[src/rtl/pbo_pkg.sv]
package pbo_pkg;

    // Which update the stored offset takes in a given cycle.
    typedef enum logic [1:0] {
        OFS_HOLD,
        OFS_CLEAR,
        OFS_CAPTURE,
        OFS_SLEW
    } ofs_op_e;

    // Rising-edge events detected on the two monitored clocks.
    typedef struct packed {
        logic ref_rise;
        logic fb_rise;
    } edge_evt_t;

    function automatic int unsigned div_ceil(input int unsigned num, input int unsigned den);
        return (num + den - 1) / den;
    endfunction

    // One bounded step toward zero, saturating at zero.
    function automatic int unsigned step_toward_zero(input int unsigned v, input int unsigned s);
        return (v > s) ? v - s : 0;
    endfunction

endpackage

[src/rtl/pbo_phase_meas.sv]
module pbo_phase_meas
    import pbo_pkg::*;
#(
    parameter int PH_W = 16
) (
    input  logic            clk,
    input  logic            rst,
    input  logic            ref_in,
    input  logic            fb_in,
    output edge_evt_t       evt,
    output logic [PH_W-1:0] phase
);

    logic            ref_d;
    logic            fb_d;
    logic [PH_W-1:0] since_ref;

    assign evt.ref_rise = ref_in & ~ref_d;
    assign evt.fb_rise  = fb_in & ~fb_d;

    // Cycles elapsed since the latest reference edge; the counter restarts
    // on every edge, so the result is naturally modulo the reference period.
    assign phase = evt.ref_rise ? '0 : since_ref;

    always_ff @(posedge clk) begin
        if (rst) begin
            ref_d     <= 1'b0;
            fb_d      <= 1'b0;
            since_ref <= '0;
        end else begin
            ref_d <= ref_in;
            fb_d  <= fb_in;
            if (evt.ref_rise)
                since_ref <= PH_W'(1);
            else if (since_ref != '1)
                since_ref <= since_ref + PH_W'(1);
        end
    end

endmodule

[src/rtl/pbo_clr_qual.sv]
module pbo_clr_qual #(
    parameter int HOLD_CYC = 60
) (
    input  logic clk,
    input  logic rst,
    input  logic clr_n,
    output logic clr_hit
);

    localparam int CNT_W = $clog2(HOLD_CYC + 1);

    logic [1:0]       sync_q;
    logic [CNT_W-1:0] low_cnt;
    logic             clr_s;

    assign clr_s   = sync_q[1];
    assign clr_hit = !clr_s && (low_cnt == CNT_W'(HOLD_CYC));

    always_ff @(posedge clk) begin
        if (rst) begin
            sync_q  <= 2'b11;
            low_cnt <= '0;
        end else begin
            sync_q <= {sync_q[0], clr_n};
            if (clr_s)
                low_cnt <= '0;
            else if (low_cnt != CNT_W'(HOLD_CYC))
                low_cnt <= low_cnt + CNT_W'(1);
        end
    end

endmodule

[src/rtl/pbo_vref_gen.sv]
module pbo_vref_gen #(
    parameter int PH_W = 16
) (
    input  logic            clk,
    input  logic            rst,
    input  logic            ref_rise,
    input  logic [PH_W-1:0] ofs,
    output logic            vref
);

    logic [PH_W-1:0] dly;
    logic            active;

    always_ff @(posedge clk) begin
        if (rst) begin
            vref   <= 1'b0;
            dly    <= '0;
            active <= 1'b0;
        end else begin
            vref <= 1'b0;
            if (ref_rise) begin
                if (ofs == '0) begin
                    vref   <= 1'b1;
                    active <= 1'b0;
                end else begin
                    dly    <= ofs;
                    active <= 1'b1;
                end
            end else if (active) begin
                if (dly == PH_W'(1)) begin
                    vref   <= 1'b1;
                    active <= 1'b0;
                end
                dly <= dly - PH_W'(1);
            end
        end
    end

endmodule

[src/rtl/pbo_tie_ctrl.sv]
module pbo_tie_ctrl
    import pbo_pkg::*;
#(
    parameter int CLK_PERIOD_PS = 5000,
    parameter int CLR_MIN_NS    = 300,
    parameter int TICK_NS       = 125000,
    parameter int SLEW_PS       = 5000,
    parameter int PH_W          = 16
) (
    input  logic            clk,
    input  logic            rst,
    input  logic            ref_in,
    input  logic            fb_in,
    input  logic            ref_switch,
    input  logic            en_pin,
    input  logic            en_auto,
    input  logic            clr_n,
    output logic            vref_o,
    output logic [PH_W-1:0] offset_o
);

    localparam int CLR_CYCLES  = int'(div_ceil(CLR_MIN_NS * 1000, CLK_PERIOD_PS));
    localparam int TICK_CYCLES = int'(div_ceil(TICK_NS * 1000, CLK_PERIOD_PS));
    localparam int SLEW_STEP   = (SLEW_PS >= CLK_PERIOD_PS) ? SLEW_PS / CLK_PERIOD_PS : 1;
    localparam int TICK_W      = (TICK_CYCLES > 1) ? $clog2(TICK_CYCLES) : 1;

    edge_evt_t       evt;
    logic [PH_W-1:0] meas_phase;
    logic            clr_hit;
    logic            en_any;
    logic            armed;
    logic            ref_seen;
    logic            cap_fire;
    logic            tick;
    logic [TICK_W-1:0] tick_cnt;
    logic [PH_W-1:0] offset_q;
    ofs_op_e         op;

    pbo_phase_meas #(.PH_W(PH_W)) u_meas (
        .clk    (clk),
        .rst    (rst),
        .ref_in (ref_in),
        .fb_in  (fb_in),
        .evt    (evt),
        .phase  (meas_phase)
    );

    pbo_clr_qual #(.HOLD_CYC(CLR_CYCLES)) u_clr (
        .clk     (clk),
        .rst     (rst),
        .clr_n   (clr_n),
        .clr_hit (clr_hit)
    );

    pbo_vref_gen #(.PH_W(PH_W)) u_vref (
        .clk      (clk),
        .rst      (rst),
        .ref_rise (evt.ref_rise),
        .ofs      (offset_q),
        .vref     (vref_o)
    );

    assign en_any   = en_pin | en_auto;
    assign cap_fire = en_any && armed && evt.fb_rise && (ref_seen || evt.ref_rise);
    assign tick     = (tick_cnt == TICK_W'(TICK_CYCLES - 1));
    assign offset_o = offset_q;

    // Slew timebase: free-running, one tick every TICK_CYCLES.
    always_ff @(posedge clk) begin
        if (rst)
            tick_cnt <= '0;
        else if (tick)
            tick_cnt <= '0;
        else
            tick_cnt <= tick_cnt + TICK_W'(1);
    end

    // Arm on a switch while enabled; wait for a reference edge, then capture
    // at the following feedback edge.
    always_ff @(posedge clk) begin
        if (rst) begin
            armed    <= 1'b0;
            ref_seen <= 1'b0;
        end else if (ref_switch && en_any) begin
            armed    <= 1'b1;
            ref_seen <= 1'b0;
        end else if (!en_any) begin
            armed    <= 1'b0;
            ref_seen <= 1'b0;
        end else if (armed) begin
            if (cap_fire) begin
                armed    <= 1'b0;
                ref_seen <= 1'b0;
            end else if (evt.ref_rise) begin
                ref_seen <= 1'b1;
            end
        end
    end

    // Priority: clear, then capture, then slew while disabled.
    always_comb begin
        op = OFS_HOLD;
        if (clr_hit)
            op = OFS_CLEAR;
        else if (cap_fire)
            op = OFS_CAPTURE;
        else if (!en_any && tick)
            op = OFS_SLEW;
    end

    always_ff @(posedge clk) begin
        if (rst) begin
            offset_q <= '0;
        end else begin
            case (op)
                OFS_CLEAR:   offset_q <= '0;
                OFS_CAPTURE: offset_q <= meas_phase;
                OFS_SLEW:    offset_q <= PH_W'(step_toward_zero(32'(offset_q), SLEW_STEP));
                default:     offset_q <= offset_q;
            endcase
        end
    end

endmodule

[config.mk]
export PLATFORM = sky130hd
export DESIGN_NAME = pbo_tie_ctrl
export DESIGN_NICKNAME = d
export VERILOG_FILES = /design/src/rtl/pbo_pkg.sv /design/src/rtl/pbo_phase_meas.sv /design/src/rtl/pbo_clr_qual.sv /design/src/rtl/pbo_vref_gen.sv /design/src/rtl/pbo_tie_ctrl.sv
export SDC_FILE = /design/constraint.sdc
export NUM_CORES = 1
export LEC_CHECK = 0
export BUFFER_PORTS_ARGS = -buffer_cell sky130_fd_sc_hd__buf_2
export CORE_ASPECT_RATIO = 0.8
export CORE_MARGIN = 3
export CORE_UTILIZATION = 40
export CTS_BUF_LIST = sky130_fd_sc_hd__clkbuf_8
export DETAILED_ROUTE_END_ITERATION = 8
export PLACE_DENSITY = 0.55
export SLEW_MARGIN = 20
export SYNTH_ARGS = -nofsm -noshare
export SYNTH_HDL_FRONTEND = slang
export SYNTH_SLANG_ARGS = --single-unit
export TNS_END_PERCENT = 1
[constraint.sdc]
create_clock -name clk -period 2.24 [get_ports clk]
set_input_delay 0.224 -clock clk [delete_from_list [all_inputs] [get_ports clk]]
set_output_delay 0.224 -clock clk [all_outputs]
set_load 0.03 [all_outputs]
# After elaboration in Yosys (flattened, before gate mapping)
# Index checks and enable logic that the tools add are counted.
# totals
ram_bits	0
mem_count	0
reg_bits	77
input_bits	8
latch_bits	0
mem_bits_ro	0
wordCells	79
# op_classes
shifts	0
n_mul	0
n_eq_ne	9
mux	25
addsub	5
reduce_logical	20
n_bitwise	6
n_div	0
order_cmp	1
# op_table
op	count
$mux W16	5
$pmux W16 S3	1
$sub A16 B1 Y16 const B	2
$add A16 B1 Y16 const B	1
$eq A16 B1 Y1 const B	1
$gt A16 B1 Y1 const B	1
$logic_not A16 Y1	1
$mux W1	16
$ne A16 B16 Y1 const B	1
$add A15 B1 Y15 const B	1
$eq A15 B15 Y1 const B	1
$add A6 B1 Y6 const B	1
$eq A6 B6 Y1 const B	1
$logic_and A1 B1 Y1	6
$mux W2	3
$ne A6 B6 Y1 const B	1
$reduce_bool A2 Y1	3
$reduce_or A2 Y1	3
$eq A2 B2 Y1 const B	2
$reduce_and A2 Y1	2
$not A1 Y1	3
$reduce_bool A3 Y1	1
$reduce_or A3 Y1	1
$and A1 B1 Y1	2
other kinds (5)	6

# Depth between registers and ports, before layout
# depth
depth_word	8
depth_mapped	8
mapped_depth_nobuf	7

# By module
# A second synthesis with hierarchy kept.
# unflattened
hier_cells	522
area_unflattened_um2	4389.2
# by_module_without_submodules
mod	area_per_inst_um2	cells_per_inst	n_inst
pbo_tie_ctrl	1843.0	218	1
pbo_vref_gen	1229.9	155	1
pbo_phase_meas	969.7	111	1
pbo_clr_qual	346.6	38	1

# Worst setup path before layout
# No wires, ideal clock.
# synth_path
path_kind	reg2reg
start	reg offset_q[0], in the netlist offset_o[0]
end	reg u_vref.dly[7]
path_stages_with_launch	8
slack_ns	0.213
t_required_ns	2.111
path_buffers	0
arrival_time_ns	1.898
synth_period_minus_slack_ns	2.027
path_cell_list	dfxtp_1 -> inv_1 -> ha_1 -> nor3b_2 -> nand3_1 -> o21a_1 -> o21ai_1 -> o22ai_1
# synth_via
elab_chain_cells	3
# synth_lines
item	line_no	rtl
from (decl)	pbo_tie_ctrl.sv:36	logic [PH_W-1:0] offset_q;
from (signal assigned)	pbo_tie_ctrl.sv:117	OFS_CAPTURE: offset_q <= meas_phase;
from (signal assigned)	pbo_tie_ctrl.sv:118	OFS_SLEW: offset_q <= PH_W'(step_toward_zero(32'(offset_q), SLEW_STEP));
from (signal assigned)	pbo_tie_ctrl.sv:119	default: offset_q <= offset_q;
$logic_not A16 Y1	pbo_vref_gen.sv:22	if (ofs == '0) begin
$ne A2 B2 Y1 (no source line)	n/a	
$reduce_and A2 Y1 (no source line)	n/a	
to (signal assigned)	pbo_vref_gen.sv:26	dly <= ofs;
to (signal assigned)	pbo_vref_gen.sv:34	dly <= dly - PH_W'(1);
to (decl)	pbo_vref_gen.sv:11	logic [PH_W-1:0] dly;
# Every way passes these cells.
# A chain may end at the register's enable or synchronous reset.

# Final worst setup path
# layout_path
start	reg offset_q[5], in the netlist offset_o[5]
end	reg offset_q[0], in the netlist offset_o[0]
# layout_via
elab_chain_cells	3
# layout_lines
item	line_no	rtl
$gt A16 B1 Y1	pbo_pkg.sv:23	return (v > s) ? v - s : 0;
$mux W16	pbo_pkg.sv:23	
$pmux W16 S3	pbo_tie_ctrl.sv:115	case (op)
# Every way passes these cells.

==> impl_metrics.toml <==
[die]
core_mm2 = 0.009348
rows = 31
dieHeight_um = 95.02
initial_utilization = 0.4239
die_w_um = 117.3
ioPinCount = 25
die-area_mm2 = 0.01114

[grt]
grt_max_degree = 19
gr-total-overflow = 0
grt_use_total = 0.1986
grt_pass1_vias = 3403
grt_pass1_wl_um = 17450
grt_antenna_before_repair = 0

[clocking]
clk_pin_slew_ns = 0.08
clock_sinks = 77
cts_tree = "yes"
cts_made_buffers = 9
cts-hold-fix-buffers = 0
cts_root_buf = "clkbuf_8"
ctsHtreeMaxLevel = 3
clock_path_buffers = 2
clk_latency_ns = 0.35

[power]
p_leak_nw = 1.729
switching_power_w = 0.0006100
ir_drop_mv = 0.3266
p_total_w = 0.002462
powerDensity_mw_per_mm2 = 531.3
p_seq_frac = 0.569
power_frac_clock = 0.378
combPwrFrac = 0.053
p_int_w = 0.001852
switching_share = 0.2478

[timing]
min_period_ns = 2.058
skew_ns = 0.005663
fmaxAchievable_ghz = 0.4860
worst_pin_slew_ns = 0.5482
rsz0062_at_grt = "false"
hold_violations = 0
relSlewSlack = 0.6337
fin_crit_sh = 0.9186
timing.final.max_slew_violations = 0
postLayoutSetupSlackWorst_ns = 0.1823
fin_tns_setup_ns = 0
setup_violations = 0

[finish]
fill_cells = 934
final-seq-area_mm2 = 0.001541
multi_input_area_mm2 = 0.002276
synthToLayoutAreaGrowth_pct = 16.92
drive_gt1_frac = 0.1805
diodes = 0
final_net_count = 555

[drt]
routed_wl_um = 10510
dr.pass1.iters = 5
num_vias = 3778
ant_nets = 0
viasPerCell = 5.597
drt_iter0_drc = 250
wl_per_cell_um = 15.56
drc = 0

[yosys]
async_flop_share = 0
synth.avg_cell_area_um2 = 8.170
yosysMostFrequentCell = "dfxtp_1"
syn-num-nets = 501
synth-edff-count = 0
yosysTopAreaCell = "dfxtp_1"
ys_types = 63
synth_commonest_cells = "dfxtp_1 (77), nor2_1 (55), nand2_1 (39)"
synth_top_area_frac = 0.3890
yosys_warnings = 0
ys_seq_area_frac = 0.3890
synthTopCellsByArea = "dfxtp_1 (39%), nor2_1 (5.2%), xnor2_1 (4.6%)"
synthCells = 485
synth.cell_area_mm2 = 0.003963
synth-seq-cells = 77
dominantRegCellSynth = "dfxtp_1"

[setup_path]
reg2regPathDepth = 6
worstSetupPathType = "flip-flop to flip-flop"
reg2reg_slack_ns = 0.18
critPathCaptureType = "flip-flop"
reg2reg_from = "offset_o[5]"
cp.arrival_ns = 2.30
r2r-end = "offset_o[0]"
cp.required_ns = 2.49
worst-path-max-fanout = 7
cp-start-kind = "flip-flop"

[min_path]
hold_path_end = "u_clr.sync_q[0]"
min_from = "clr_n"
min_path_cells = 2
hp-class = "input port to flip-flop"

[place]
dp_slack_ns = 0.1020
numPortBuffers = 24
place_hpwl_um = 7843
gp_congestion = 0.8631

[status]
status = "finished, final reports clean"

[run]
drv_cap = 0
placed cells by master, fill, tap and decap left out, drive strengths merged, types with 3 or more instances in the layout:
| master | instances |
|---|---|
| nor3 | 22 |
| o211ai | 5 |
| ha | 8 |
| xnor2 | 21 |
| clkinv | 3 |
| or4 | 8 |
| and4 | 4 |
| inv | 17 |
| or2 | 3 |
| and3 | 5 |
| a32oi | 10 |
| a211oi | 7 |
| mux2i | 3 |
| nor2 | 56 |
| o21ai | 28 |
| dfxtp | 77 |
| nor2b | 4 |
| a21oi | 32 |
| o21a | 4 |
| a31oi | 11 |
| buf | 64 |
| clkbuf | 10 |
| nand2 | 40 |
| nor3b | 4 |
| xor2 | 8 |
| nand4 | 9 |
| nand3 | 31 |
| or3 | 3 |
| nor4 | 11 |
| and2 | 5 |
cell families after synthesis:
family                     share of synthesized area
and+or+nand+nor                               0.2858
xor gates and xnor gates                     0.06410
DFF                                           0.3890
adders and majority gates                    0.02526
buffers and inverters                        0.03726
muxes                                       0.007578
AOI/OAI and AO/OA                             0.1910
worst max path at each step:
stage / startpoint / end / slack, ns / cells after the start
floorplan: offset_o[0] / u_vref.dly[7] / 0.21 / 7
global placement: tick_cnt[0] / offset_o[15] / 0.16 / 6
detailed placement: tick_cnt[0] / offset_o[3] / 0.10 / 6
CTS: tick_cnt[0] / offset_o[3] / 0.09 / 6
global route: offset_o[5] / offset_o[0] / 0.006 / 6
finish: offset_o[5] / offset_o[0] / 0.18 / 6
final cells by class:
cell class,count,share of cell area
clock buffer,10,0.02971
clock inverter,5,0.006211
inverter,17,0.01377
multi-input combinational,370,0.4912
sequential,77,0.3327
tap,132,0.03565
timing repair buffer,64,0.09074
routing by layer:
layer,vias up,part of all wire,GRT usage
li1,1887,-,-
met1,1764,0.53,0.3050
met2,116,0.40,0.2750
met3,11,0.065,0.05076
met4,0,0.0087,0.04489
met5,-,0,0
critical path, cell delays in order (launching register included):
cell and delay [ns]:
dfxtp_1 0.40, nor4_4 0.42, nand4_1 0.21, buf_4 0.19, nor4_1 0.37, o21ai_0 0.17
a22o_1 0.20
stage by stage:
step / hold WS, ns / utilization / instances / area [µm²]
global placement: 0.3996 / 0.4762 / 658 / 4452
global route: 0.05136 / 0.4957 / 675 / 4633
detailed placement: 0.4063 / 0.4762 / 658 / 4452
finish: 0.05108 / 0.4957 / 675 / 4633
CTS: 0.04016 / 0.4940 / 673 / 4618
floorplan: 0.3278 / - / 485 / 3963
state kept, by name, summed over array words and instances (netlist names):
name / count
tick_cnt: 15
u_vref.dly: 16
u_clr.low_cnt: 6
u_meas.ref_d: 1
offset_o: 16
u_vref.vref: 1
ref_seen: 1
armed: 1
u_meas.fb_d: 1
u_clr.sync_q: 2
u_meas.since_ref: 16
u_vref.active: 1
what timing repair did:
item	4_1_cts	5_1_grt
setup endpoints to repair	0	8
setup buffers	0	2
resized for setup	0	0
power groups by stage:
stage	logic (W)	clock network [W]	registers (W)
2_1_floorplan	0.0000845	0	0.00143
6_report	0.000130	0.000930	0.00140
5_1_grt	0.000146	0.00102	0.00140
3_5_place_dp	0.000131	0	0.00143
3_3_place_gp	0.000129	0	0.00143
4_1_cts	0.000131	0.000965	0.00140
Note: power is estimated with default switching activity, not from simulation.
